`src/rtl/tlb_lock_port.sv`:
```
module tlb_lock_port #(
  parameter int N      = 8,
  parameter int VPN_W  = 20,
  parameter int ASID_W = 8
) (
  input  logic              clk,
  input  logic              rst_n,
  input  logic              reg_en,
  input  logic              reg_wr,
  input  logic [1:0]        reg_sel,
  input  logic [31:0]       reg_wdata,
  input  logic              sec,
  input  logic              priv,
  input  logic              wr_lock,
  output logic              rd_valid,
  output logic [31:0]       rd_data,
  output logic              undef,
  output logic              attr_err,
  input  logic [VPN_W-1:0]  lk_vpn,
  input  logic [ASID_W-1:0] lk_asid,
  input  logic              lk_ifetch,
  output logic              lk_hit,
  output logic [VPN_W-1:0]  lk_ppn,
  output logic [3:0]        lk_domain,
  output logic              lk_xn,
  output logic [2:0]        lk_tex,
  output logic              lk_c,
  output logic              lk_b,
  output logic              lk_s,
  output logic              lk_subpage,
  output logic              lk_fault
);
  localparam int IDX_W = (N > 1) ? $clog2(N) : 1;
  localparam int PG    = 32 - VPN_W;
  localparam logic [1:0] S_IDX = 2'd0, S_VA = 2'd1, S_ATTR = 2'd2, S_PA = 2'd3;

  logic [VPN_W-1:0]  e_vpn  [N];
  logic [ASID_W-1:0] e_asid [N];
  logic [VPN_W-1:0]  e_ppn  [N];
  logic [11:0]       e_attr [N];
  logic [N-1:0]      e_g;
  logic [N-1:0]      e_valid;
  logic [IDX_W-1:0]  idx;

  wire mode_ok = sec && priv;
  wire granted = reg_en && mode_ok && !(reg_wr && wr_lock);
  wire do_wr   = granted && reg_wr;
  wire do_rd   = granted && !reg_wr;
  wire bad_sp  = do_wr && reg_sel == S_ATTR && reg_wdata[25] && !e_g[idx];

  logic [IDX_W-1:0] idx_next;
  always_comb begin
    if (reg_wdata >= 32'(N)) idx_next = IDX_W'(N - 1);
    else                     idx_next = reg_wdata[IDX_W-1:0];
  end

  always_ff @(posedge clk) begin
    if (!rst_n) begin
      idx     <= '0;
      e_valid <= '0;
    end else if (do_wr) begin
      case (reg_sel)
        S_IDX:  idx <= idx_next;
        S_VA:   e_valid[idx] <= 1'b0;
        S_ATTR: if (!bad_sp) e_valid[idx] <= 1'b0;
        default: e_valid[idx] <= 1'b1;
      endcase
    end
  end

  always_ff @(posedge clk) begin
    if (do_wr) begin
      case (reg_sel)
        S_VA: begin
          e_vpn[idx]  <= reg_wdata[31:PG];
          e_g[idx]    <= reg_wdata[9];
          e_asid[idx] <= reg_wdata[ASID_W-1:0];
        end
        S_ATTR: if (!bad_sp) e_attr[idx] <= {reg_wdata[25], reg_wdata[10:0]};
        S_PA:   e_ppn[idx] <= reg_wdata[31:PG];
        default: ;
      endcase
    end
  end

  logic [31:0] rd_word;
  always_comb begin
    rd_word = '0;
    case (reg_sel)
      S_IDX: rd_word[IDX_W-1:0] = idx;
      S_VA: begin
        rd_word[31:PG]        = e_vpn[idx];
        rd_word[9]            = e_g[idx];
        rd_word[ASID_W-1:0]   = e_asid[idx];
      end
      S_ATTR: begin
        rd_word[25]   = e_attr[idx][11];
        rd_word[10:0] = e_attr[idx][10:0];
      end
      default: rd_word[31:PG] = e_ppn[idx];
    endcase
  end

  always_ff @(posedge clk) begin
    if (!rst_n) begin
      rd_valid <= 1'b0;
      rd_data  <= '0;
      undef    <= 1'b0;
      attr_err <= 1'b0;
    end else begin
      rd_valid <= do_rd;
      undef    <= reg_en && !granted;
      attr_err <= bad_sp;
      if (do_rd) rd_data <= rd_word;
    end
  end

  logic [N-1:0] match;
  for (genvar i = 0; i < N; i++) begin : g_cmp
    assign match[i] = e_valid[i] && e_vpn[i] == lk_vpn && (e_g[i] || e_asid[i] == lk_asid);
  end

  logic [IDX_W-1:0] sel_i;
  always_comb begin
    sel_i = '0;
    for (int i = N - 1; i >= 0; i--)
      if (match[i]) sel_i = IDX_W'(i);
  end

  assign lk_hit     = |match;
  assign lk_ppn     = lk_hit ? e_ppn[sel_i] : '0;
  assign {lk_subpage, lk_domain, lk_xn, lk_tex, lk_c, lk_b, lk_s} = lk_hit ? e_attr[sel_i] : 12'd0;
  assign lk_fault   = lk_hit && lk_ifetch && lk_xn;

  AST_BLOCKED_KEEPS: assert property (@(posedge clk) disable iff (!rst_n)
    (reg_en && !mode_ok) |=> ($stable(e_valid) && $stable(idx) && undef && !rd_valid));
  AST_LOCK_KEEPS: assert property (@(posedge clk) disable iff (!rst_n)
    (reg_en && reg_wr && wr_lock) |=> ($stable(e_valid) && $stable(idx) && undef));
  AST_VA_INVALIDATES: assert property (@(posedge clk) disable iff (!rst_n)
    (do_wr && reg_sel == S_VA) |=> !e_valid[$past(idx)]);
  AST_PA_VALIDATES: assert property (@(posedge clk) disable iff (!rst_n)
    (do_wr && reg_sel == S_PA) |=> e_valid[$past(idx)]);
  AST_RD_PULSE: assert property (@(posedge clk) disable iff (!rst_n)
    rd_valid |-> $past(reg_en && !reg_wr && mode_ok));
  AST_SP_REJECT: assert property (@(posedge clk) disable iff (!rst_n)
    attr_err |-> ($stable(e_valid) && !undef));
  AST_FAULT_FETCH: assert property (@(posedge clk) disable iff (!rst_n)
    lk_fault |-> (lk_ifetch && lk_hit));
endmodule

```
`config.mk`:
```
export PLATFORM = sky130hd
export DESIGN_NAME = tlb_lock_port
export DESIGN_NICKNAME = d
export VERILOG_FILES = /design/src/rtl/tlb_lock_port.sv
export SDC_FILE = /design/constraint.sdc
export NUM_CORES = 1
export LEC_CHECK = 0
export BUFFER_PORTS_ARGS = -buffer_cell sky130_fd_sc_hd__buf_2
export CAP_MARGIN = 25
export CELL_PAD_IN_SITES_DETAIL_PLACEMENT = 0
export CELL_PAD_IN_SITES_GLOBAL_PLACEMENT = 1
export CORE_MARGIN = 10
export CORE_UTILIZATION = 30
export DETAILED_ROUTE_END_ITERATION = 10
export MAX_ROUTING_LAYER = met4
export PLACE_DENSITY = 0.49
export SLEW_MARGIN = 20
export SYNTH_ARGS = -nofsm -noshare
export SYNTH_HDL_FRONTEND = slang
export SYNTH_SLANG_ARGS = --single-unit
```
`constraint.sdc`:
```
create_clock -name clk -period 8.35 [get_ports clk]
set_input_delay 0.835 -clock clk [delete_from_list [all_inputs] [get_ports clk]]
set_output_delay 0.835 -clock clk [all_outputs]
set_load 0.02 [all_outputs]
```
==> results.toml <==
[synthesis]
synth_nets = 1642
synthTopCellsByArea = "edfxtp_1 (58%), mux4_2 (11%), xor2_1 (6.6%), mux2i_1 (5.1%), dfxtp_1 (3.8%)"
ys_top_cells_by_count = "edfxtp_1 (488), xor2_1 (192), mux2i_1 (129)"
yosysMostFrequentCell = "edfxtp_1"
synth_top_area_cell = "edfxtp_1"
ys_async_sr_fraction = 0
synth_top_cell_area_share = 0.577
ys_ff_latch = 536
synth_cells = 1568
yosysSeqAreaShare = 0.615
netlist_area_mm2 = 0.0254
synth_edf_count = 488
ys_warn_count = 0
synth_ff_type = "edfxtp_1"
synth_cell_types = 52
synth.avg_cell_area_um2 = 16.2

[routing]
wl_mm = 86.2
first_iter_violations = 1314
final_antenna_net_count = 0
wl_per_cell_um = 29.9
drc = 0
vias = 14900
vias_per_cell = 5.18
drtPass1Iterations = 7

[cts]
cts_resized = 0
post_cts_buffers = 0
cts.clk_slew.worst_paths_ns = 0.06
htreeDepth = 2
insertion_delay_ns = 0.64
root_buffer = "clkbuf_16"
cts_tree = "done"
postCtsHoldBufs = 0
numClockSinks = 536
numCtsBuffers = 61
cts_buffer_depth = 3

[floorplanning]
die_w_um = 311
io_pins = 139
initial_core_util = 0.303
die_area_mm2 = 0.0966
die_h_um = 311
rows = 106
core_area_mm2 = 0.0838

[run_status]
outcome = "completed"

[critical_path]
cp.buffers_inverters = 3
worstPathMaxFanout = 124
crit_type = "input port to output pin"
arrival_ns = 4.64
crit_chain = "buf_2 -> xor2_1 -> nor4_1 -> a21oi_1 -> nor4_1 -> o211ai_1 -> a21oi_4 -> buf_12 -> mux2i_1 -> o221ai_1 -> buf_2"
crit_family = "compound AO/OA/AOI/OAI gates"
slowest_delay_ns = 0.60
end_kind = "output pin"
slowest_stage = "buf_12"
crit_required_ns = 7.52
worst_setup_path_start_kind = "input port"

[place]
io_buffer_count = 137
dp.cells = 2762
dpl_cell_area_mm2 = 0.0273
dpl.hpwl_mm = 56.7
pre_cts_slack_ns = 2.93
globalplace.congestion = 0.824

[timing]
post-route-period-util = 0.656
rsz0062_at_grt = "no"
worstMarginPinSlew_ns = 1.02
clock_skew_ns = 0.0265
fin_setup_tns_ns = 0
drv_slew = 0
min_period_ns = 5.48
hold_violations = 0
worst_slack_ns = 2.87
setup_viol = 0
fmax_mhz = 183
max-slew-margin-rel = 0.318

[hold_path]
min_path_type = "input port to flop"

[pwr]
vdd_drop_max_uv = 168
total_power_mw = 5.91
power_density_mw_per_mm2 = 201
p_leak_nw = 9.20

[grt]
grt_start_max_net_pins = 125
first_global_vias = 15400
antenna_found_initial = 9
grt.overflow.total = 0
track_usage = 0.177
grt_pass1_wl_mm = 120

[final_layout]
nNetsFinal = 1765
drive_gt1_frac = 0.271
area_delta_synth_final_pct = 15.8
design_area_mm2 = 0.0294
layout.cells.non_filler = 2885

[job]
drv_cap = 0
[through the flow]
step                       util  hold slack, ns
after floorplan               -           0.566
after global placement    0.325           0.480
after detailed placement  0.326           0.490
after CTS                 0.350           0.368
after global routing      0.350           0.388
final                     0.350           0.415
[routing by layer]
metal  up-vias  global-route usage  routed length (um)
met4         0              0.0443                1950
met1      7901               0.238               38900
met3        97              0.0360                5480
met5         -                   -                   0
li1       6508                   -                   -
met2       432               0.273               39800
[flip-flops by register name, summed over array words and instances, names as in the netlist, named ones only]
name and count:
e_ppn 160, e_vpn 160, e_attr 96, e_asid 64, rd_data 31, e_g 8, idx 3, attr_err 1
rd_valid 1, undef 1
[worst paths after layout]
path                                   from           to  slack [ns]  cells after the start
worst max-delay path             lk_asid[1]    lk_ppn[4]        2.87                     11
worst max register to register         flop  rd_data[23]        5.26                      5
worst min register to register  rd_data[29]  rd_data[29]        0.50                      2
worst min-delay path                   priv        undef        0.41                      2
[power breakdown]
group	switching, mW	total (mW)	leakage [nW]	internal, mW
Combinational	0.162	0.225	3.43	0.0630
Clock	1.11	2.75	0.994	1.64
Sequential	0.00515	2.93	4.78	2.93
[area by class of cell]
class | instances | area, um2
antenna | 7 | 17.5
clock buffer | 80 | 1660
clock inverter | 36 | 395
fill | 8117 | 54400
inverter | 14 | 52.6
multi-input combinational | 903 | 9190
sequential | 536 | 15600
tap | 1134 | 1420
timing repair buffer | 175 | 1020
[kinds of logic after synthesis]
logic type,Yosys count,share of synthesized area
AND/OR/NAND/NOR,224,0.0492
flip-flops,536,0.615
AO/OA/AOI/OAI,143,0.0454
buffers and inverters,129,0.0272
adder cells (fa/ha/maj),4,0.00197
other,1,0.000148
XOR/XNOR,224,0.0773
multiplexers,307,0.184
[placed cells by master, fill, tap and decap left out, types with 16 or more instances in the layout]
cell type,synthesis,routed
edfxtp_1,488,488
xor2_1,192,192
buf_2,23,137
mux2i_1,129,129
mux4_2,121,121
clkbuf_16,0,62
mux2_2,57,57
nor4_1,52,52
dfxtp_1,48,45
buf_4,10,35
xnor2_1,32,32
o221ai_1,32,32
o22a_1,31,31
nor2_1,48,31
nand2_1,27,26
nor3b_1,21,21
a221oi_1,20,20
nand4_1,16,16
clkinv_1,0,16
[worst register-to-register path, delay by kind of cell (launching register included)]
kind                   cells  cell delay [ns]
AO/OA/AOI/OAI              1             0.54
flip-flops                 1             0.72
AND/OR/NAND/NOR            1             0.10
buffers and inverters      1             0.50
multiplexers               2             1.11
(Power assumes the default switching activity.)
